## src/rtl/uart_mv_rx_pkg.sv

```systemverilog
// Shared types and helpers for the oversampling receiver.
// Assumes: nothing beyond IEEE 1800-2017.
package uart_mv_rx_pkg;

    typedef enum logic [2:0] {
        ST_IDLE,
        ST_START,
        ST_DATA,
        ST_PAR,
        ST_STOP,
        ST_HOLD
    } rx_state_e;

    // Two-of-three majority.
    function automatic logic maj3(input logic a, input logic b, input logic c);
        return (a & b) | (a & c) | (b & c);
    endfunction

endpackage

```

## src/rtl/uart_mv_rx_sync.sv

```systemverilog
// Multi-flop synchroniser for the asynchronous serial line.
// Assumes: STAGES >= 2; the line idles high, so flops reset to 1.
module uart_mv_rx_sync #(
    parameter int STAGES = 2
) (
    input  logic clk,
    input  logic rst_n,
    input  logic din,
    output logic dout
);

    logic [STAGES-1:0] shift_q;

    // Shift the raw line through the synchroniser chain.
    always_ff @(posedge clk) begin
        if (!rst_n) shift_q <= '1;
        else        shift_q <= {shift_q[STAGES-2:0], din};
    end

    assign dout = shift_q[STAGES-1];

endmodule

```

## src/rtl/uart_mv_rx_vote.sv

```systemverilog
// Per-bit sample position counter and three-sample centre vote.
// The restart input numbers the current tick as sample 1. While run is high,
// every tick advances the position, which wraps after the last sample of a bit.
// vote_done pulses on the tick of the third centre sample, and vote_val is
// then the majority of the three centre samples.
// Assumes: OSR_NORM and OSR_FAST are even and at least 4; fast is stable per frame.
module uart_mv_rx_vote
    import uart_mv_rx_pkg::*;
#(
    parameter int OSR_NORM = 16,
    parameter int OSR_FAST = 8
) (
    input  logic clk,
    input  logic rst_n,
    input  logic tick,
    input  logic run,
    input  logic restart,
    input  logic fast,
    input  logic rx_bit,
    output logic vote_done,
    output logic vote_val
);

    localparam int CW    = $clog2(OSR_NORM + 1);
    localparam int CTR_N = OSR_NORM / 2;
    localparam int CTR_F = OSR_FAST / 2;

    logic [CW-1:0] pos_q, pos_nx, last_pos, first_ctr;
    logic          smp_a_q, smp_b_q;

    // Select the bit length and the first centre position for the active rate.
    always_comb begin
        last_pos  = fast ? CW'(OSR_FAST) : CW'(OSR_NORM);
        first_ctr = fast ? CW'(CTR_F)    : CW'(CTR_N);
        pos_nx    = (pos_q == last_pos) ? CW'(1) : pos_q + CW'(1);
    end

    // Track the sample position and capture the first two centre samples.
    always_ff @(posedge clk) begin
        if (!rst_n) begin
            pos_q   <= '0;
            smp_a_q <= 1'b1;
            smp_b_q <= 1'b1;
        end else if (tick) begin
            if (restart) begin
                pos_q <= CW'(1);
            end else if (run) begin
                pos_q <= pos_nx;
                if (pos_nx == first_ctr)          smp_a_q <= rx_bit;
                if (pos_nx == first_ctr + CW'(1)) smp_b_q <= rx_bit;
            end
        end
    end

    assign vote_done = tick & run & ~restart & (pos_nx == first_ctr + CW'(2));
    assign vote_val  = maj3(smp_a_q, smp_b_q, rx_bit);

endmodule

```

## src/rtl/uart_mv_rx.sv

```systemverilog
// Oversampling serial receiver: start-bit validation, centre majority vote per
// bit, 5..9 data bits (LSB first), optional parity and a single voted stop bit.
// Assumes: sample_tick is at most one cycle wide per sample; the frame settings
// are stable around the start edge (they are captured there).
module uart_mv_rx
    import uart_mv_rx_pkg::*;
#(
    parameter int DATA_MIN    = 5,
    parameter int DATA_MAX    = 9,
    parameter int LEN_W       = 4,
    parameter int OSR_NORM    = 16,
    parameter int OSR_FAST    = 8,
    parameter int SYNC_STAGES = 2
) (
    input  logic                clk,
    input  logic                rst_n,
    input  logic                sample_tick,
    input  logic                rxd,
    input  logic                fast_mode,
    input  logic [LEN_W-1:0]    data_len,
    input  logic                par_en,
    input  logic                par_odd,
    output logic [DATA_MAX-1:0] rx_data,
    output logic                rx_valid,
    output logic                frame_err,
    output logic                parity_err
);

    rx_state_e            state_q;
    logic                 rx_s, prev_q, fast_q, par_en_q, odd_q, par_bit_q;
    logic [LEN_W-1:0]     len_q, len_eff, bit_idx_q;
    logic [DATA_MAX-1:0]  word_q;
    logic                 start_edge, run, vote_done, vote_val;

    uart_mv_rx_sync #(.STAGES(SYNC_STAGES)) sync_i (
        .clk  (clk),
        .rst_n(rst_n),
        .din  (rxd),
        .dout (rx_s)
    );

    // Clamp the requested data length to the supported range.
    always_comb begin
        if (data_len < LEN_W'(DATA_MIN))      len_eff = LEN_W'(DATA_MIN);
        else if (data_len > LEN_W'(DATA_MAX)) len_eff = LEN_W'(DATA_MAX);
        else                                  len_eff = data_len;
    end

    assign start_edge = sample_tick & (state_q == ST_IDLE) & prev_q & ~rx_s;
    assign run        = (state_q == ST_START) | (state_q == ST_DATA) |
                        (state_q == ST_PAR)   | (state_q == ST_STOP);

    uart_mv_rx_vote #(.OSR_NORM(OSR_NORM), .OSR_FAST(OSR_FAST)) vote_i (
        .clk      (clk),
        .rst_n    (rst_n),
        .tick     (sample_tick),
        .run      (run),
        .restart  (start_edge),
        .fast     (fast_q),
        .rx_bit   (rx_s),
        .vote_done(vote_done),
        .vote_val (vote_val)
    );

    // Frame sequencer: start check, data assembly, parity, stop and result update.
    always_ff @(posedge clk) begin
        if (!rst_n) begin
            state_q    <= ST_IDLE;
            prev_q     <= 1'b1;
            fast_q     <= 1'b0;
            len_q      <= LEN_W'(DATA_MIN);
            par_en_q   <= 1'b0;
            odd_q      <= 1'b0;
            par_bit_q  <= 1'b0;
            bit_idx_q  <= '0;
            word_q     <= '0;
            rx_data    <= '0;
            rx_valid   <= 1'b0;
            frame_err  <= 1'b0;
            parity_err <= 1'b0;
        end else begin
            rx_valid <= 1'b0;
            if (sample_tick) prev_q <= rx_s;
            case (state_q)
                ST_IDLE: if (start_edge) begin
                    state_q  <= ST_START;
                    fast_q   <= fast_mode;
                    len_q    <= len_eff;
                    par_en_q <= par_en;
                    odd_q    <= par_odd;
                end
                ST_START: if (vote_done) begin
                    bit_idx_q <= '0;
                    word_q    <= '0;
                    state_q   <= vote_val ? ST_IDLE : ST_DATA;
                end
                ST_DATA: if (vote_done) begin
                    word_q[bit_idx_q] <= vote_val;
                    bit_idx_q         <= bit_idx_q + LEN_W'(1);
                    if (bit_idx_q == len_q - LEN_W'(1))
                        state_q <= par_en_q ? ST_PAR : ST_STOP;
                end
                ST_PAR: if (vote_done) begin
                    par_bit_q <= vote_val;
                    state_q   <= ST_STOP;
                end
                ST_STOP: if (vote_done) begin
                    rx_valid   <= 1'b1;
                    rx_data    <= word_q;
                    frame_err  <= ~vote_val;
                    parity_err <= par_en_q & ((^word_q) ^ par_bit_q ^ odd_q);
                    state_q    <= fast_q ? ST_HOLD : ST_IDLE;
                end
                ST_HOLD: if (sample_tick) state_q <= ST_IDLE;
                default: state_q <= ST_IDLE;
            endcase
        end
    end

endmodule

```

## config.mk

```make
export PLATFORM = sky130hd
export DESIGN_NAME = uart_mv_rx
export DESIGN_NICKNAME = d
export VERILOG_FILES = /design/src/rtl/uart_mv_rx_pkg.sv /design/src/rtl/uart_mv_rx_sync.sv /design/src/rtl/uart_mv_rx_vote.sv /design/src/rtl/uart_mv_rx.sv
export SDC_FILE = /design/constraint.sdc
export NUM_CORES = 1
export LEC_CHECK = 0
export BUFFER_PORTS_ARGS = -buffer_cell sky130_fd_sc_hd__clkbuf_2
export CELL_PAD_IN_SITES_DETAIL_PLACEMENT = 2
export CELL_PAD_IN_SITES_GLOBAL_PLACEMENT = 2
export CORE_ASPECT_RATIO = 0.9
export CORE_MARGIN = 4
export CORE_UTILIZATION = 36
export DETAILED_ROUTE_END_ITERATION = 10
export HOLD_SLACK_MARGIN = 0.03
export PLACE_DENSITY_LB_ADDON = 0.3
export SLEW_MARGIN = 20
export SYNTH_ARGS = -nofsm -noshare
export SYNTH_HDL_FRONTEND = slang
export SYNTH_HIERARCHICAL = 1
export SYNTH_SLANG_ARGS = --single-unit
```

## constraint.sdc

```tcl
create_clock -name clk -period 3 [get_ports clk]
set_input_delay 0.6 -clock clk [delete_from_list [all_inputs] [get_ports clk]]
set_output_delay 0.6 -clock clk [all_outputs]
set_load 0.02 [all_outputs]
```

==> results.txt <==
- Average wire per standard cell: 16.5 µm
- At the pin with the least slew margin, the transition time is 0.717 ns.
- For this run, asynchronously set or reset flops after synthesis account for 0%.
* Number of H-tree levels: 2
- Top cell type by total area after synthesis: dfxtp_1
- Number of vias in the routed layout: 2169
- Of the total power, combinational logic draws 4.9%.
* # clock sinks: 46
- Relative to the synthesized area, the layout overhead comes to 13.4%.
* Hold Path Depth: 1
- 0 antenna diodes ended up in the layout.
* Slack of the worst reg-to-reg path: 0.18 ns
- Of all nets on the critical path, the largest fanout is 7.
- For this run, the number of Yosys warnings is 6.
* Most frequent cell after synthesis: nand2_1
* Detailed router's first-iteration violation count: 94
- Minimum setup slack in the final design: 0.185 ns
- The flow ran to the end, and the final reports show no timing, DRC or antenna violations.
- Total clock buffers created by CTS: 5
* Antenna violations before repair: 0
- Count of distinct cell types in the synthesized netlist: 65
- At the later pin of the worst-skew pair, clock insertion delay measures 0.31 ns.
- Final-report hold violation count: 0
- Total overflow reported by the global router: 0
* Commonest register cell after synthesis: dfxtp_1
- Met3 wire len: 210 µm
* CP arrival: 3.05 ns
- Detailed-route DRC error count: 0
- Port buffering added 22 buffers.
* Floorplan die width: 95.6 µm
- Synthesis produced a netlist with a net count of 318.
* CP startpoint kind: flip-flop
- Setup skew after layout: 0.00960 ns
* Post-detail-place hpwl: 5350 µm
- Across the run, the number of max-cap violations was 0.
- The routed design has 6860 µm of wire.
- Per report_power, the sequential group accounts for 54.5% of the total.
- EDFF count, synth: 0
- First-pass GRT wire length: 11700 µm
- The final layout contains 344 nets.
* CTS tree: yes
- After synthesis, the cell types taking the most area are dfxtp_1, nand2_1, a21oi_1.
- Maximum clock insertion buffer count: 2
- After detailed routing, the wire length on met1 is 3340 µm.
- The critical path is of the flip-flop to flip-flop type.
- Final setup TNS: 0 ns
- In this run the critical register-to-register path is launched from vote_i/pos_q[1].
- Achievable Freq: 355 MHz
* Lkg Pwr: 1.02 nW
- The largest individual stage delay along the critical path comes from the cell or4b_4.
- Power Internal: 885 µW
- # IOs: 23
* Detailed route wirelength on metal2: 3180 µm
* Worst relative slew slack: 51.7%
* Total Routing Usage GR: 18.2%
- Maximum cell stage delay along the critical path: 0.48 ns
- Before antenna repair, the detailed router went through 4 iterations.
* Worst reg2reg endpoint: word_q[8]
* Count of filler cells inserted in the layout: 765
* Critical path data required time: 3.24 ns
* Max Transition Viols Final: 0
- Ratio of cells with drive above 1 in the final layout: 17.5%
* Portion of total power attributed to the clock network: 40.6%
- The commonest cells after synthesis are nand2_1, dfxtp_1, nor2_1.
* Die outline height: 86.9 µm
- Dividing the detail-routed via count by the number of cells gives 5.23.
* Unrepaired setup endpoints after global routing: false
- The via count of the first global-routing pass came to 2351.
- In this run, synthesis produced a sequential element count of 46.
- Clock-pin slew was measured on the worst setup and hold paths at 0.09 ns.
- The cell area that synthesis handed to floorplanning was 2490 µm².
* Routability-driven placement congestion ratio: 0.865
- Highest ir drop seen on vdd: 0.000178 V
- Counting cells, the worst reg-to-reg path comes to 10.
* Worst Setup End Kind: flip-flop
- Count of antenna-violating nets left after detailed routing: 0
- The root buffer cell chosen for the clock tree is clkbuf_8.
* Mean instance size in the synthesized netlist: 8.35 µm²
- Switch share: 22.1%
- Buffers inserted to repair hold after CTS numbered 0.
- The critical path goes through inv_1 -> ha_1 -> or4b_4 -> o2111ai_2 -> nand3_1 -> nor2_1 -> nand2b_1 -> or2_4 -> or4_1 -> a21oi_1.
- In the final layout, the multi-input gates occupy 1440 µm².
* Final setup violation count: 0
- Sequential-to-total area share from yosys stat: 37.0%
- After floorplanning, the core was divided into 28 placement rows.
* Start point of the worst hold path: sync_i/shift_q[0]
- The tightest min-delay check is of the flip-flop to flip-flop type.
* Die area: 8310 µm²
- In this run the power density over the cells is 403 nW/µm².
- Post-synth top area share: 37.0%
- Highest Signal Layer: met4
- For this configuration, the core starts out at a cell density of 37.4%.
- Crit share post-route: 93.8%
- Combined flip-flop and latch cell area: 922 µm²
- Gate count of the mapped netlist: 298
- For this design the total switching power over the nets is 251 µW.
* Pin count of the biggest net entering global routing: 19
* End of the worst hold path: sync_i/shift_q[1]
* Worst setup timing slack at the placement stage: -0.0569 ns
* Post-layout minimum cycle time: 2.82 ns
- The floorplan step defined a core boundary enclosing 6660 µm².
what timing repair did:
action                     in CTS  in global routing
setup endpoints to repair       3                  9
setup buffers                   0                  0
gates resized for setup         1                  3
gates cloned                    0                  0
placed cells by master, fill, tap and decap left out, drive strengths merged, types with 3 or more instances in the layout:
cell    netlist  layout
ha            9       9
nand3        12      12
o21ai         8       8
nand2b        6       6
clkbuf        6      29
dfxtp        46      46
a21oi        28      28
xor2          3       3
nor3          6       6
xnor2        16      16
a31oi         4       4
nand4         6       6
buf           7      10
inv          15      15
o211ai        3       3
nand2        51      51
nor2         29      29
layout make-up:
cell class | count | share of cell area [%]
clock buffers | 7 | 2.71
clock inverters | 1 | 1.06
inverters | 15 | 2.08
multi-input cells | 224 | 50.9
flip-flops and latches | 46 | 32.7
well taps | 90 | 3.99
repair buffers | 32 | 6.56
per-layer routing:
| layer | vias to the layer above | GRT usage (%) |
|---|---|---|
| li1 | 1073 | - |
| met1 | 1054 | 23.7 |
| met2 | 31 | 30.4 |
| met3 | 11 | 3.11 |
| met4 | 0 | 5.94 |
| met5 | - | 0 |
how the worst max path moves through the flow:
stage	startpoint	endpoint	cells past startpoint
2_1_floorplan	sample_tick	word_q[8]	11
5_1_grt	vote_i/pos_q[1]	word_q[5]	11
6_report	vote_i/pos_q[1]	word_q[8]	10
4_1_cts	vote_i/pos_q[1]	state_q[1]	12
3_5_place_dp	vote_i/pos_q[1]	state_q[1]	12
3_3_place_gp	vote_i/pos_q[1]	state_q[1]	12
power by group through the flow:
| stage | clock network, mW | registers (mW) | logic [mW] |
|---|---|---|---|
| 2_1_floorplan | 0 | 0.632 | 0.0318 |
| 3_3_place_gp | 0 | 0.633 | 0.0534 |
| 3_5_place_dp | 0 | 0.633 | 0.0556 |
| 4_1_cts | 0.474 | 0.619 | 0.0560 |
| 5_1_grt | 0.497 | 0.620 | 0.0622 |
| 6_report | 0.462 | 0.619 | 0.0553 |
flip-flops by register name (all words and copies together) (netlist names):
signal / count
frame_err: 1
rx_data: 9
prev_q: 1
parity_err: 1
par_en_q: 1
word_q: 9
sync_i/shift_q: 2
bit_idx_q: 4
len_q: 4
state_q: 3
vote_i/smp_a_q: 1
fast_q: 1
odd_q: 1
vote_i/smp_b_q: 1
vote_i/pos_q: 5
par_bit_q: 1
rx_valid: 1
worst max-delay path: cells and delay by family (launching register included):
family / cells / cell delay (ns)
DFF: 1 / 0.36
buffers and inverters: 1 / 0.08
AOI/OAI and AO/OA: 2 / 0.28
adders and majority gates: 1 / 0.22
and+or+nand+nor: 6 / 1.81
through the flow:
stage / cells / area (µm²) / hold slack, ns / power [mW] / utilization, %
6_report: 415 / 2820 / 0.419 / 1.14 / 42.4
5_1_grt: 415 / 2820 / 0.439 / 1.18 / 42.4
4_1_cts: 415 / 2810 / 0.426 / 1.15 / 42.2
3_5_place_dp: 407 / 2700 / 0.401 / 0.689 / 40.6
3_3_place_gp: 407 / 2700 / 0.391 / 0.686 / 40.6
2_1_floorplan: 298 / 2490 / 0.386 / 0.664 / -
logic make-up after synthesis:
logic type,synth area share (%)
simple gates,26.4
fa+ha+maj,4.93
mux,1.71
compound gates,15.8
flops,37.0
xor+xnor,8.35
buf+inv,5.73
Note: power is estimated with default switching activity, not from simulation.
